<file path="src/rtl/wdt_pkg.sv">
package wdt_pkg;
  localparam int ADDR_W = 3;

  localparam logic [ADDR_W-1:0] ADR_TCONST = 3'd0;
  localparam logic [ADDR_W-1:0] ADR_FEED   = 3'd1;
  localparam logic [ADDR_W-1:0] ADR_COUNT  = 3'd2;
  localparam logic [ADDR_W-1:0] ADR_WARN   = 3'd3;
  localparam logic [ADDR_W-1:0] ADR_WINDOW = 3'd4;

  typedef enum logic {FEED_IDLE, FEED_ARMED} feed_state_t;
endpackage

</file>
<file path="src/rtl/wdt_prescale.sv">
module wdt_prescale #(
  parameter int DIV = 4
) (
  input  logic clk,
  input  logic rst,
  output logic tick
);
  localparam int PW = (DIV > 1) ? $clog2(DIV) : 1;
  localparam logic [PW-1:0] LAST = PW'(DIV - 1);

  logic [PW-1:0] phase;

  always_ff @(posedge clk) begin
    if (rst)               phase <= '0;
    else if (phase == LAST) phase <= '0;
    else                   phase <= phase + PW'(1);
  end

  assign tick = (phase == LAST);


  tick_spacing_chk: assert property (@(posedge clk) disable iff (rst)
    tick |=> !tick);
endmodule

</file>
<file path="src/rtl/wdt_feed_seq.sv">
module wdt_feed_seq
  import wdt_pkg::*;
#(
  parameter logic [7:0] KEY_FIRST  = 8'hAA,
  parameter logic [7:0] KEY_SECOND = 8'h55
) (
  input  logic       clk,
  input  logic       rst,
  input  logic       wr_en,
  input  logic       to_feed,
  input  logic [7:0] byte_in,
  output logic       feed_done
);
  feed_state_t state;

  always_ff @(posedge clk) begin
    if (rst) state <= FEED_IDLE;
    else if (wr_en) begin
      case (state)
        FEED_IDLE:  state <= (to_feed && byte_in == KEY_FIRST) ? FEED_ARMED : FEED_IDLE;
        FEED_ARMED: state <= FEED_IDLE;
        default:    state <= FEED_IDLE;
      endcase
    end
  end

  assign feed_done = wr_en && to_feed && (state == FEED_ARMED) && (byte_in == KEY_SECOND);


  armed_leaves_chk: assert property (@(posedge clk) disable iff (rst)
    (state == FEED_ARMED && wr_en) |=> state == FEED_IDLE);
endmodule

</file>
<file path="src/rtl/wdt_core.sv">
module wdt_core #(
  parameter int CNT_W = 24,
  parameter int WARN_W = 10,
  parameter logic [CNT_W-1:0] CNT_RST = 24'h0000FF
) (
  input  logic              clk,
  input  logic              rst,
  input  logic              tick,
  input  logic              feed_done,
  input  logic [CNT_W-1:0]  tconst,
  input  logic [CNT_W-1:0]  window,
  input  logic [WARN_W-1:0] warn_val,
  output logic [CNT_W-1:0]  count,
  output logic              warn_irq,
  output logic              wdt_event
);
  logic [CNT_W-1:0] next_cnt;
  logic             next_match;
  logic             too_early;

  assign next_cnt   = count - CNT_W'(1);
  assign next_match = (next_cnt[CNT_W-1:WARN_W] == '0) && (next_cnt[WARN_W-1:0] <= warn_val);
  assign too_early  = count > window;

  always_ff @(posedge clk) begin
    if (rst) begin
      count     <= CNT_RST;
      warn_irq  <= 1'b0;
      wdt_event <= 1'b0;
    end else if (feed_done) begin
      if (too_early) begin
        wdt_event <= 1'b1;
      end else begin
        count    <= tconst;
        warn_irq <= 1'b0;
      end
    end else if (tick && count != '0) begin
      count <= next_cnt;
      if (count == CNT_W'(1)) wdt_event <= 1'b1;
      if (next_match)         warn_irq  <= 1'b1;
    end
  end


  event_sticky_chk: assert property (@(posedge clk) disable iff (rst)
    wdt_event |=> wdt_event);

  count_step_chk: assert property (@(posedge clk) disable iff (rst)
    (tick && !feed_done && count != '0) |=> count == $past(count) - CNT_W'(1));

  reload_chk: assert property (@(posedge clk) disable iff (rst)
    (feed_done && count <= window) |=> (count == $past(tconst) && !warn_irq));

  window_chk: assert property (@(posedge clk) disable iff (rst)
    (feed_done && count > window) |=> wdt_event);

  warn_match_chk: assert property (@(posedge clk) disable iff (rst)
    $rose(warn_irq) |-> (count[CNT_W-1:WARN_W] == '0 && count[WARN_W-1:0] <= warn_val));
endmodule

</file>
<file path="src/rtl/wdt_windowed.sv">
module wdt_windowed
  import wdt_pkg::*;
#(
  parameter int CNT_W  = 24,
  parameter int WARN_W = 10,
  parameter int DIV    = 4
) (
  input  logic              clk,
  input  logic              rst,
  input  logic              wr_en,
  input  logic              rd_en,
  input  logic [ADDR_W-1:0] addr,
  input  logic [CNT_W-1:0]  wdata,
  output logic [CNT_W-1:0]  rdata,
  output logic              warn_irq,
  output logic              wdt_event
);
  localparam logic [CNT_W-1:0] CNT_RST = CNT_W'(8'hFF);

  logic [CNT_W-1:0]  tconst;
  logic [CNT_W-1:0]  window;
  logic [WARN_W-1:0] warn_val;
  logic [CNT_W-1:0]  count;
  logic              tick;
  logic              feed_done;

  always_ff @(posedge clk) begin
    if (rst) begin
      tconst   <= CNT_RST;
      window   <= '1;
      warn_val <= '0;
    end else if (wr_en) begin
      case (addr)
        ADR_TCONST: tconst   <= wdata;
        ADR_WARN:   warn_val <= wdata[WARN_W-1:0];
        ADR_WINDOW: window   <= wdata;
        default: ;
      endcase
    end
  end

  always_ff @(posedge clk) begin
    if (rst) rdata <= '0;
    else if (rd_en) begin
      case (addr)
        ADR_TCONST: rdata <= tconst;
        ADR_COUNT:  rdata <= count;
        ADR_WARN:   rdata <= {{(CNT_W-WARN_W){1'b0}}, warn_val};
        ADR_WINDOW: rdata <= window;
        default:    rdata <= '0;
      endcase
    end
  end

  wdt_prescale #(.DIV(DIV)) u_presc (.clk(clk), .rst(rst), .tick(tick));

  wdt_feed_seq u_feed (
    .clk(clk), .rst(rst), .wr_en(wr_en),
    .to_feed(addr == ADR_FEED), .byte_in(wdata[7:0]),
    .feed_done(feed_done)
  );

  wdt_core #(.CNT_W(CNT_W), .WARN_W(WARN_W), .CNT_RST(CNT_RST)) u_core (
    .clk(clk), .rst(rst), .tick(tick), .feed_done(feed_done),
    .tconst(tconst), .window(window), .warn_val(warn_val),
    .count(count), .warn_irq(warn_irq), .wdt_event(wdt_event)
  );


  rd_hold_chk: assert property (@(posedge clk) disable iff (rst)
    !rd_en |=> $stable(rdata));
endmodule

</file>
<file path="config.mk">
export PLATFORM = sky130hd
export DESIGN_NAME = wdt_windowed
export DESIGN_NICKNAME = d
export VERILOG_FILES = /design/src/rtl/wdt_pkg.sv /design/src/rtl/wdt_prescale.sv /design/src/rtl/wdt_feed_seq.sv /design/src/rtl/wdt_core.sv /design/src/rtl/wdt_windowed.sv
export SDC_FILE = /design/constraint.sdc
export NUM_CORES = 1
export LEC_CHECK = 0
export CORE_ASPECT_RATIO = 1.2
export CORE_MARGIN = 2
export CORE_UTILIZATION = 40
export DETAILED_ROUTE_END_ITERATION = 8
export DONT_BUFFER_PORTS = 1
export GPL_ROUTABILITY_DRIVEN = 0
export PLACE_DENSITY = 0.54
export SLEW_MARGIN = 0
export SYNTH_ARGS = -nofsm -noshare
export SYNTH_HDL_FRONTEND = slang
export SYNTH_HIERARCHICAL = 1
export SYNTH_SLANG_ARGS = --single-unit
</file>
<file path="constraint.sdc">
create_clock -name clk -period 3.7 [get_ports clk]
set_input_delay 0 -clock clk [delete_from_list [all_inputs] [get_ports clk]]
set_output_delay 0 -clock clk [all_outputs]
set_load 0.1 [all_outputs]
</file>
-- After elaboration in Yosys (flattened, before gate mapping)
Index checks and enable logic that the tools add are counted.
- add/sub/neg operators: 2
- magnitude comparators: 2
- equality and inequality tests: 10
- multiplexer cells: 14
- bitwise gates (word level): 1
- reduce and logical (&&, ||, !) cells: 19
- operators with widths (operator ; count):
    $pmux 24 s4 ; 1
    $mux 24 ; 3
    $eq 24x1->1 const B ; 1
    $gt 24x24->1 ; 1
    $reduce_bool 24->1 ; 1
    $sub 24x1->24 const B ; 1
    $logic_not 14->1 ; 1
    $le 10x10->1 ; 1
    $mux 1 ; 9
    $eq 8x7->1 const B ; 1
    $eq 8x8->1 const B ; 1
    $reduce_and 2->1 ; 4
    $eq 3x2->1 const B ; 2
    $logic_and 1x1->1 ; 6
    $reduce_and 3->1 ; 2
    $reduce_bool 2->1 ; 3
    $eq 3x1->1 const B ; 1
    $eq 3x3->1 const B ; 1
    $logic_not 3->1 ; 1
    $add 2x1->2 const B ; 1
    $eq 2x2->1 const B ; 1
    $ne 2x1->1 const B ; 1
    $ne 2x2->1 const B ; 1
    $pmux 1 s2 ; 1
    other kinds (2) ; 2
- register bits after elaboration: 111
- bits of input ports: 31
- logic and storage cells: 57

-- Depth between registers and ports, before layout
Gate-level depths: netlist of the first run.
- word-level depth: 6
- gate-level depth with buffers: 13
- gate-level depth less buffers: 12

-- Modules after synthesis
Netlist of the first run, hierarchy kept.
- modules (own cells, without submodules) (module ; instances ; cells an instance ; area each (um2) ; sequential area each (um2)):
    wdt_windowed ; 1 ; 375 ; 3462.1 ; 1641.6
    wdt_core ; 1 ; 377 ; 2926.6 ; 520.5
    wdt_feed_seq ; 1 ; 10 ; 110.1 ; 20.0
    wdt_prescale ; 1 ; 5 ; 75.1 ; 40.0

-- Least setup slack after synthesis of the first run
No wires, ideal clock.
- path type: reg-to-reg
- start point: register u_core.count[5]
- end point: register u_core.warn_irq
- library setup time: 0.068 ns
- arrival time: 2.643 ns
- path slack: 0.989 ns
- cell stages (with the launch flop): 14
- buffers on the path: 2
- clock period less this slack: 2.711 ns
- cell sequence: dfxtp_1 -> buf_2 -> or4_1 -> or2_1 -> buf_2 -> nor2_1 -> xor2_1 -> ha_1 -> nand2_1 -> nor2_1 -> a211oi_1 -> o21ai_0 -> a21bo_2 -> o2bb2ai_2
- word-level cells in the longest chain between the ends: 5
- elaborated cells on any way between the ends: 11
- classes of those cells: 1 x add/sub; 2 x order compare; 1 x eq/ne; 7 x reduce/logical
- RTL lines (item ; RTL line ; source):
    start: declaration ; wdt_core.sv:13 ; output logic [CNT_W-1:0] count,
    start signal: assignment ; wdt_core.sv:34 ; count <= tconst;
    start signal: assignment ; wdt_core.sv:38 ; count <= next_cnt;
    $sub 24x1->24 ; wdt_core.sv:21 ; assign next_cnt = count - CNT_W'(1);
    $le 10x10->1 or $logic_not 14->1 (tied branches) ; wdt_core.sv:22 ; assign next_match = (next_cnt[CNT_W-1:WARN_W] == '0) && (next_cnt[WARN_W-1:0] <= warn_val);
    $logic_and 1x1->1 ; wdt_core.sv:22 ;
    $reduce_bool 2->1 (no source line) ; n/a ;
    $reduce_and 3->1 (no source line) (*) ; n/a ;
    end signal: assignment ; wdt_core.sv:28 ; warn_irq <= 1'b0;
    end signal: assignment ; wdt_core.sv:35 ; warn_irq <= 1'b0;
    end signal: assignment ; wdt_core.sv:40 ; if (next_match) warn_irq <= 1'b1;
    end: declaration ; wdt_core.sv:14 ; output logic warn_irq,
Mark *: on every way between the ends. The rest lies on a longest branch, timed or not.
A chain may end at the register's enable or synchronous reset.

-- Worst setup path after layout of the first run
- start point: register u_core.count[5]
- end point: register u_core.count[2]
- word-level cells in the longest chain between the ends: 4
- elaborated cells on any way between the ends: 6
- classes of those cells: 1 x order compare; 1 x eq/ne; 4 x reduce/logical
- RTL lines (item):
    branches (longest 3 deep; another with $gt 24x24->1)
    $reduce_and 2->1 (no source line) (*)
Mark *: on every way between the ends.

==> results of run 1 <==
-- worst paths after layout --
kind | from | end | slack (ns) | cells after the start
min | addr[1] | rdata[15] | -0.007 | 3
max reg2reg | u_core/count[5] | u_core/count[2] | 0.55 | 8
max | u_core/count[5] | u_core/count[2] | 0.55 | 8
min reg2reg | u_presc/phase[0] | u_presc/phase[0] | 0.43 | 1
-- cell usage after synthesis, types with 6 or more instances --
master                      count
sky130_fd_sc_hd__a21oi_1       78
sky130_fd_sc_hd__a221o_1       13
sky130_fd_sc_hd__a22o_1        17
sky130_fd_sc_hd__buf_2         16
sky130_fd_sc_hd__buf_6          6
sky130_fd_sc_hd__clkbuf_1      21
sky130_fd_sc_hd__dfxtp_1      111
sky130_fd_sc_hd__ha_1          38
sky130_fd_sc_hd__inv_1         45
sky130_fd_sc_hd__mux2i_1       27
sky130_fd_sc_hd__nand2_1      100
sky130_fd_sc_hd__nand2b_1       7
sky130_fd_sc_hd__nand3_1        7
sky130_fd_sc_hd__nand3b_1      12
sky130_fd_sc_hd__nand4_1       12
sky130_fd_sc_hd__nor2_1        50
sky130_fd_sc_hd__nor3_1        35
sky130_fd_sc_hd__nor4_1         6
sky130_fd_sc_hd__o21ai_0       14
sky130_fd_sc_hd__o2bb2ai_1     24
sky130_fd_sc_hd__xor2_1         7
-- metal layers --
layer	up-vias	share of wire [%]	track usage (%)
met5	-	0	0
met4	0	2.4	8.51
met3	33	5.2	3.79
met2	150	50	40.0
met1	2801	43	28.2
li1	2798	-	-
-- state kept, by name, indices dropped and copies added, names as in the netlist --
signal / count
u_core/wdt_event: 1
u_core/count: 24
u_core/warn_irq: 1
rdata: 24
u_feed/state: 1
warn_val: 10
tconst: 24
u_presc/phase: 2
window: 24
-- cell type report --
class	instances	area, um^2
fillers	1571	8860
multi-input cells	556	3880
flip-flops and latches	111	2220
repair buffers	43	433
well taps	212	265
clock buffers	9	225
inverters	47	176
clock inverters	7	78.8
-- metrics by stage --
stage | utilization [%] | instances | hold slack, ns | worst slack [ns]
6_report | 45.1 | 985 | -0.00749 | 0.554
2_1_floorplan | - | 767 | 0.0707 | 0.989
5_1_grt | 45.1 | 985 | 0.0101 | 0.343
3_3_place_gp | 41.0 | 936 | 0.0798 | 0.634
3_5_place_dp | 41.0 | 936 | 0.0796 | 0.613
4_1_cts | 45.1 | 985 | 0.00220 | 0.577
-- critical path: cells and delay by family (launching register included) --
| family | cells | cell delay (ns) |
|---|---|---|
| and+or+nand+nor | 3 | 0.89 |
| DFF | 1 | 0.56 |
| AOI/OAI and AO/OA | 4 | 1.26 |
| adders and majority gates | 1 | 0.32 |
-- power groups by stage --
stage               clock network, uW  registers [uW]  logic, uW
floorplan                           0            1330        157
global placement                    0            1340        157
detailed placement                  0            1340        159
CTS                              1050            1320        226
global route                     1090            1320        246
finish                           1030            1320        226
-- cells by family after synthesis --
logic type / share of synthesized area [%]
AND/OR/NAND/NOR: 23.0
AO/OA/AOI/OAI: 22.7
flip-flops: 33.8
buffers and inverters: 7.35
adder cells (fa/ha/maj): 7.23
multiplexers: 4.28
XOR/XNOR: 1.60
==> results.py, run 1 <==
metrics = {
    "run_status": {
        "outcome": "finished with violations",
        "violations": "hold timing",
    },
    "sta": {
        "timing.final.crit_period_ns": 3.15,
        "slew_headroom_pct": 12.1,
        "tightest_pin_transition_ns": 1.32,
        "final-setup-viol-count": 0,
        "finalCritPeriodShare_pct": 85.0,
        "setup_repair_after_global_routing_missed_its_margin": "no",
        "final_max_slew_viol_count": 0,
        "max_freq_mhz": 318,
        "finalHoldWorstSlack_ns": -0.00749,
        "fin_tns_setup_ns": 0,
        "finalHoldViolations": 2,
        "worst_clock_skew_ns": 0.0112,
    },
    "clocking": {
        "worstSkewPairLatency_ns": 0.37,
        "cts_hold_buf": 33,
        "clock_sinks": 111,
        "cts-root-buf": "sky130_fd_sc_hd__clkbuf_16",
        "cts-htree-levels": 3,
        "cts-root-to-sink-buffers": 2,
        "clk_pin_slew_ns": 0.08,
        "postCtsResizedCells": 0,
        "post_cts_setup_buffers": 0,
        "cts_tree": "done",
        "cts-buffers-inserted": 9,
    },
    "die": {
        "initial_core_util_pct": 40.7,
        "die_area_um2": 17500,
        "die_width_um": 121,
        "design.portCount": 57,
        "rows": 51,
        "core_area_um2": 16100,
        "die_y_um": 144,
    },
    "power_and_ir_drop": {
        "cellInternalPower_uw": 1850,
        "power.combinational.fraction_pct": 8.8,
        "clock_power_share_pct": 40.1,
        "peakVddDrop_mv": 0.181,
        "total_design_power_uw": 2580,
        "netSwitchingFraction_pct": 28.1,
        "power.share.sequential_pct": 51.1,
        "powerDensity_nw_per_um2": 354,
        "total_switching_power_uw": 723,
        "static-leakage-power_uw": 0.00293,
    },
    "routing": {
        "first_iter_violations": 458,
        "routedWlPerCell_um": 19.8,
        "drcViolationCount": 0,
        "post_drt_via_cell_ratio": 5.87,
        "route.antenna.remaining_nets": 0,
        "routed-via-count": 5782,
        "drt_wl_total_um": 19600,
        "detailedRoute.firstPassIterationCount": 6,
    },
    "finish": {
        "nets": 837,
        "antenna_cells": 0,
        "layout-drive-gt1-share_pct": 7.37,
        "most-common-layout-cells": "sky130_fd_sc_hd__dfxtp_1 (111), sky130_fd_sc_hd__nand2_1 (100), sky130_fd_sc_hd__a21oi_1 (78)",
        "layout.cells.most_common": "sky130_fd_sc_hd__dfxtp_1",
        "layout-area-overhead-vs-synth_pct": 10.8,
        "design_area_um2": 7280,
    },
    "logic_synthesis": {
        "post_synth_edffs": 0,
        "yosys_register_bits": 111,
        "post_synth.cell_area_avg_um2": 8.57,
        "synthTopCellsByArea": "sky130_fd_sc_hd__dfxtp_1 (34%), sky130_fd_sc_hd__ha_1 (7.2%), sky130_fd_sc_hd__a21oi_1 (5.9%)",
        "synth.net_count": 836,
        "synth_top_cell_by_area": "sky130_fd_sc_hd__dfxtp_1",
        "ys_dominant_reg_cell": "sky130_fd_sc_hd__dfxtp_1",
        "share_of_the_yosys_chip_area_belonging_to_registers_pct": 33.8,
        "netlist_instances": 767,
        "yosys.cell_types.count": 88,
        "yosys_warnings": 6,
        "postSynth.asyncResetShare_pct": 0,
        "synthDominantCellAreaShare_pct": 33.8,
        "netlist_area_before_placement_um2": 6570,
    },
    "worst_hold_path": {
        "type_of_the_most_critical_hold_path": "in -> reg",
    },
    "global_routing": {
        "grt_first_pass_wirelength_um": 31000,
        "largest_net_degree_at_the_start_of_global_routing": 110,
        "overflow_after_grt": 0,
        "antenna_violations_before_repair": 0,
        "first_global_vias": 5675,
        "track_usage_pct": 22.9,
    },
    "setup_path": {
        "cp_max_fo": 12,
        "worst_path_class_setup": "reg -> reg",
        "required_ns": 3.95,
        "worst_setup_path_end_kind": "flop",
        "slowest_stage": "sky130_fd_sc_hd__dfxtp_1",
        "cp_cell_instances": "ha_1, a211oi_1, nor2_1, o311ai_1, nand4_1, nand2_1, a21boi_0, a2111o_1",
        "max_stage_delay_ns": 0.56,
        "cp_data_arrival_time_ns": 3.40,
        "startpoint_type_of_the_worst_setup_path": "flop",
    },
    "place": {
        "dp_hpwl_um": 13400,
        "numPortBuffers": 0,
        "detailed_place.area_um2": 6620,
    },
    "run": {
        "max_cap_violations": 0,
    },
}
Power figures use the tool's default switching activity.
==> inputs of run 2 (changes only) <==
--- a/config.mk
+++ b/config.mk
@@ -5,13 +5,13 @@
 export SDC_FILE = /design/constraint.sdc
 export NUM_CORES = 1
 export LEC_CHECK = 0
+export BUFFER_PORTS_ARGS = -buffer_cell sky130_fd_sc_hd__buf_2
 export CORE_ASPECT_RATIO = 1.2
 export CORE_MARGIN = 2
 export CORE_UTILIZATION = 40
 export DETAILED_ROUTE_END_ITERATION = 8
-export DONT_BUFFER_PORTS = 1
 export GPL_ROUTABILITY_DRIVEN = 0
-export PLACE_DENSITY = 0.54
+export PLACE_DENSITY = 0.57
 export SLEW_MARGIN = 0
 export SYNTH_ARGS = -nofsm -noshare
 export SYNTH_HDL_FRONTEND = slang
==> run 2 against run 1 <==
  * The flow now finishes without violations
  * Hold slack improved by 0.083 ns
  * Via count up 1.3%
  * Setup slack worse by 0.029 ns
  * Final cell count up 4.9%
  * Critical path type unchanged
  * Largest cell class unchanged
  * Highest routed layer unchanged
==> results.py, run 2 (same netlist as run 1, synthesis figures left out) <==
metrics = {
    "place": {
        "pre_cts_ws_ns": 0.554,
        "dp_hpwl_um": 13800,
        "numPortBuffers": 56,
        "detailed_place.area_um2": 6910,
    },
    "routing": {
        "detailedRoute.firstPassIterationCount": 5,
        "drt_wl_total_um": 19500,
        "post_drt_via_cell_ratio": 5.67,
        "routed-via-count": 5860,
        "route.antenna.remaining_nets": 0,
        "drcViolationCount": 0,
        "first_iter_violations": 355,
        "routedWlPerCell_um": 18.8,
    },
    "worst_hold_path": {
        "type_of_the_most_critical_hold_path": "in -> reg",
        "worstHoldStart": "rst",
        "min_to": "tconst[12]",
        "min_path_cells": 2,
    },
    "power_and_ir_drop": {
        "powerDensity_nw_per_um2": 348,
        "static-leakage-power_uw": 0.00314,
        "peakVddDrop_mv": 0.227,
    },
    "clocking": {
        "cts-root-buf": "sky130_fd_sc_hd__clkbuf_16",
        "clock_sinks": 111,
        "clk_pin_slew_ns": 0.08,
        "cts-htree-levels": 3,
        "post_cts_setup_buffers": 0,
        "cts_hold_buf": 24,
        "worstSkewPairLatency_ns": 0.36,
        "cts-root-to-sink-buffers": 2,
        "postCtsResizedCells": 0,
        "cts-buffers-inserted": 9,
        "cts_tree": "done",
    },
    "global_routing": {
        "overflow_after_grt": 0,
        "antenna_violations_before_repair": 0,
        "first_global_vias": 5876,
        "track_usage_pct": 22.7,
        "grt_first_pass_wirelength_um": 30800,
        "largest_net_degree_at_the_start_of_global_routing": 49,
    },
    "die": {
        "design.portCount": 57,
        "die_area_um2": 17500,
        "rows": 51,
        "initial_core_util_pct": 40.7,
        "die_width_um": 121,
        "die_y_um": 144,
        "core_area_um2": 16100,
    },
    "setup_path": {
        "required_ns": 3.93,
        "r2r_slack_ns": 0.52,
        "timing.rr.start": "u_core/count[16]",
        "worst_setup_path_end_kind": "flop",
        "worst_path_class_setup": "reg -> reg",
        "worst-r2r-cell-count": 7,
        "cp_max_fo": 12,
        "startpoint_type_of_the_worst_setup_path": "flop",
        "r2r_end": "u_core/count[18]",
        "cp_data_arrival_time_ns": 3.41,
    },
    "finish": {
        "layout-area-overhead-vs-synth_pct": 13.4,
        "layout.cells.most_common": "sky130_fd_sc_hd__dfxtp_1",
        "most-common-layout-cells": "sky130_fd_sc_hd__dfxtp_1 (111), sky130_fd_sc_hd__nand2_1 (100), sky130_fd_sc_hd__a21oi_1 (78)",
        "fillers": 1598,
        "antenna_cells": 0,
        "design_area_um2": 7460,
        "layout-drive-gt1-share_pct": 13.5,
        "nets": 885,
    },
    "sta": {
        "finalCritPeriodShare_pct": 85.8,
        "worst_clock_skew_ns": 0.00867,
        "final_max_slew_viol_count": 0,
        "final-setup-viol-count": 0,
        "finalHoldViolations": 0,
        "timing.final.crit_period_ns": 3.18,
        "slew_headroom_pct": 15.1,
        "max_freq_mhz": 315,
        "tightest_pin_transition_ns": 1.27,
        "postLayoutSetupSlackWorst_ns": 0.524,
        "fin_tns_setup_ns": 0,
        "finalHoldWorstSlack_ns": 0.0760,
        "setup_repair_after_global_routing_missed_its_margin": "no",
    },
    "run_status": {
        "outcome": "finished, final reports clean",
    },
    "run": {
        "max_cap_violations": 0,
    },
}
-- run 2: worst max path at each step --
stage	start	endpoint	slack, ns	cells after the start
2_1_floorplan	u_core/count[5]	u_core/warn_irq	0.99	13
3_3_place_gp	addr[0]	u_core/count[11]	0.54	10
3_5_place_dp	addr[0]	u_core/count[11]	0.55	10
4_1_cts	u_core/count[5]	u_core/count[17]	0.58	8
5_1_grt	u_core/count[5]	u_core/count[17]	0.36	8
6_report	u_core/count[16]	u_core/count[18]	0.52	7
-- run 2: area by class of cell --
cell class | count | area (um^2) | share of cell area, %
sequential | 111 | 2220 | 29.8
timing repair buffer | 91 | 606 | 8.12
clock inverter | 5 | 65.1 | 0.872
inverter | 47 | 176 | 2.37
clock buffer | 11 | 243 | 3.26
tap | 212 | 265 | 3.56
multi-input combinational | 556 | 3880 | 52.0
-- run 2: critical path, cell delays in order (launching register included) --
cell and delay [ns]:
sky130_fd_sc_hd__dfxtp_1 0.42, sky130_fd_sc_hd__nor3_1 0.51, sky130_fd_sc_hd__nand4_1 0.39, sky130_fd_sc_hd__o311a_1 0.62, sky130_fd_sc_hd__a21oi_1 0.23, sky130_fd_sc_hd__nand2_1 0.42, sky130_fd_sc_hd__o211ai_1 0.37, sky130_fd_sc_hd__nor3_2 0.07
-- run 2: power breakdown --
group / total, uW / internal (uW) / switching, uW
Clock: 1030 / 552 / 476
Combinational: 325 / 106 / 220
Sequential: 1250 / 1220 / 22.9
-- run 2: per-stage QoR --
stage          total power [uW]  util (%)  cells
2_1_floorplan              1490         -    767
3_3_place_gp               1570      42.8    993
3_5_place_dp               1580      42.8    993
4_1_cts                    2620      46.2   1033
5_1_grt                    2690      46.2   1033
6_report                   2600      46.2   1033
-- run 2: layer usage --
layer	track usage, %	routed length [um]	vias to the layer above
li1	-	-	2886
met1	27.2	8410	2798
met2	40.9	9830	148
met3	3.63	795	28
met4	7.65	423	0
met5	0	0	-
==> inputs of run 3 (changes only) <==
--- a/config.mk
+++ b/config.mk
@@ -5,13 +5,13 @@
 export SDC_FILE = /design/constraint.sdc
 export NUM_CORES = 1
 export LEC_CHECK = 0
-export BUFFER_PORTS_ARGS = -buffer_cell sky130_fd_sc_hd__buf_2
 export CORE_ASPECT_RATIO = 1.2
 export CORE_MARGIN = 2
-export CORE_UTILIZATION = 40
+export CORE_UTILIZATION = 45
 export DETAILED_ROUTE_END_ITERATION = 8
+export DONT_BUFFER_PORTS = 1
 export GPL_ROUTABILITY_DRIVEN = 0
-export PLACE_DENSITY = 0.57
+export PLACE_DENSITY = 0.6
 export SLEW_MARGIN = 0
 export SYNTH_ARGS = -nofsm -noshare
 export SYNTH_HDL_FRONTEND = slang
==> constraint.sdc (replaced) <==
create_clock -name clk -period 3 [get_ports clk]
set_input_delay 0 -clock clk [delete_from_list [all_inputs] [get_ports clk]]
set_output_delay 0 -clock clk [all_outputs]
set_load 0.1 [all_outputs]
==> run 3 against run 2 <==
  * Design area increased by 2.0%
  * Global-route usage rose by 3.4 points
  * Clock power rose by 21%
  * Sequential power increased by 23%
  * Count of clock-buffer cells in the layout grew 2
  * Critical path type unchanged
==> results.py, run 3 (same netlist as run 1, synthesis figures left out) <==
metrics = {
    "setup_path": {
        "worst_path_class_setup": "reg -> reg",
        "cp_max_fo": 10,
        "required_ns": 3.27,
        "worst_setup_path_end_kind": "flop",
        "cp_data_arrival_time_ns": 3.09,
        "startpoint_type_of_the_worst_setup_path": "flop",
    },
    "power_and_ir_drop": {
        "netSwitchingFraction_pct": 26.7,
        "static-leakage-power_uw": 0.00320,
        "peakVddDrop_mv": 0.374,
        "clock_power_share_pct": 39.4,
        "powerDensity_nw_per_um2": 416,
        "total_switching_power_uw": 845,
        "power.share.sequential_pct": 48.5,
        "cellInternalPower_uw": 2320,
        "power.combinational.fraction_pct": 12.0,
    },
    "routing": {
        "routed-via-count": 6052,
        "post_drt_via_cell_ratio": 6.07,
        "detailedRoute.firstPassIterationCount": 5,
        "drt_wl_total_um": 19600,
        "routedWlPerCell_um": 19.7,
        "first_iter_violations": 468,
        "drcViolationCount": 0,
        "route.antenna.remaining_nets": 0,
    },
    "sta": {
        "slew_headroom_pct": 20.7,
        "setup_repair_after_global_routing_missed_its_margin": "no",
        "final_max_slew_viol_count": 0,
        "finalHoldWorstSlack_ns": 0.0113,
        "finalCritPeriodShare_pct": 93.9,
        "timing.final.crit_period_ns": 2.82,
        "worst_clock_skew_ns": 0.0135,
        "max_freq_mhz": 355,
        "fin_tns_setup_ns": 0,
        "final-setup-viol-count": 0,
        "finalHoldViolations": 0,
        "tightest_pin_transition_ns": 1.19,
    },
    "place": {
        "placed_cells": 946,
        "detailed_place.area_um2": 6930,
        "numPortBuffers": 0,
        "dp_hpwl_um": 13500,
    },
    "die": {
        "core_area_um2": 14400,
        "die_y_um": 136,
        "die_width_um": 114,
        "design.portCount": 57,
        "rows": 48,
        "die_area_um2": 15600,
        "initial_core_util_pct": 45.8,
    },
    "global_routing": {
        "largest_net_degree_at_the_start_of_global_routing": 109,
        "first_global_vias": 5970,
        "antenna_violations_before_repair": 0,
        "track_usage_pct": 26.0,
        "overflow_after_grt": 0,
        "grt_first_pass_wirelength_um": 31700,
    },
    "clocking": {
        "cts-root-to-sink-buffers": 2,
        "worstSkewPairLatency_ns": 0.36,
        "cts_tree": "done",
        "clk_pin_slew_ns": 0.08,
        "cts-htree-levels": 3,
        "cts-root-buf": "sky130_fd_sc_hd__clkbuf_16",
        "cts-buffers-inserted": 9,
        "clock_sinks": 111,
    },
    "finish": {
        "design_area_um2": 7610,
        "finish.cell_count_without_fillers": 997,
        "layout.cells.most_common": "sky130_fd_sc_hd__dfxtp_1",
        "antenna_cells": 0,
        "layout-drive-gt1-share_pct": 13.1,
        "nets": 886,
        "most-common-layout-cells": "sky130_fd_sc_hd__dfxtp_1 (111), sky130_fd_sc_hd__nand2_1 (99), sky130_fd_sc_hd__a21oi_1 (78)",
        "layout-area-overhead-vs-synth_pct": 15.7,
    },
    "worst_hold_path": {
        "type_of_the_most_critical_hold_path": "in -> reg",
    },
    "run": {
        "max_cap_violations": 0,
    },
    "run_status": {
        "outcome": "finished, final reports clean",
    },
}
==> run 3: cell types whose count changed in the layout (fill, tap and decap cells not counted), moves of 2 or more <==
cell / delta
sky130_fd_sc_hd__clkinvlp_4: -2
sky130_fd_sc_hd__dlygate4sd3_1: +7
sky130_fd_sc_hd__buf_2: -55
sky130_fd_sc_hd__buf_4: +48
sky130_fd_sc_hd__clkbuf_1: +2
==> run 3: final cells by class <==
cell class	count	area [um^2]
clock inverter	3	47.5
tap	175	219
inverter	47	176
multi-input combinational	556	3900
fill	1350	6750
sequential	111	2220
timing repair buffer	92	788
clock buffer	13	250
==> run 3: timing repair <==
item | 4_1_cts | 5_1_grt
setup endpoints to repair | 1 | 5
resized for setup | 1 | 5
hold buffers | 32 | 0
setup buffers | 0 | 3
hold endpoints to repair | 103 | 0
gates cloned | 0 | 0
pin swaps | 0 | 2
==> run 3: through the flow <==
| step | setup WS, ns | power (uW) | utilization [%] |
|---|---|---|---|
| 2_1_floorplan | 0.289 | 1840 | - |
| 3_3_place_gp | 0.0732 | 1860 | 48.2 |
| 3_5_place_dp | 0.0149 | 1870 | 48.2 |
| 4_1_cts | 0.132 | 3180 | 52.7 |
| 5_1_grt | 0.00634 | 3280 | 53.0 |
| 6_report | 0.182 | 3160 | 53.0 |
==> run 3: path summary, 6_finish.rpt <==
kind,from,end,slack (ns),cells past startpoint
worst max-delay path,window[9],u_core/count[11],0.18,10
worst min-delay path,addr[1],rdata[13],0.01,3
worst max register to register,window[9],u_core/count[11],0.18,10
worst min register to register,u_presc/phase[0],u_presc/phase[0],0.43,1
==> run 3: routing by layer <==
metal	up-vias	track usage (%)	part of all wire, %
li1	2895	-	-
met1	2951	31.5	42
met2	167	46.2	51
met3	39	4.59	4.7
met4	0	9.21	2.4
met5	-	0	0
==> run 3: power by group through the flow <==
stage	logic (uW)	registers, uW	clock network [uW]
detailed placement	303	1570	0
CTS	380	1530	1270
floorplan	194	1650	0
global placement	297	1570	0
finish	380	1540	1250
global route	407	1540	1330
==> run 3: critical path, stage by stage (launching register included) <==
cell,delay [ns]
sky130_fd_sc_hd__dfxtp_1,0.39
sky130_fd_sc_hd__inv_1,0.07
sky130_fd_sc_hd__ha_1,0.30
sky130_fd_sc_hd__nand4_1,0.26
sky130_fd_sc_hd__nor4_4,0.42
sky130_fd_sc_hd__o311ai_1,0.21
sky130_fd_sc_hd__nand4_1,0.18
sky130_fd_sc_hd__and2_1,0.23
sky130_fd_sc_hd__buf_4,0.23
sky130_fd_sc_hd__nand2_1,0.18
sky130_fd_sc_hd__a211oi_1,0.26
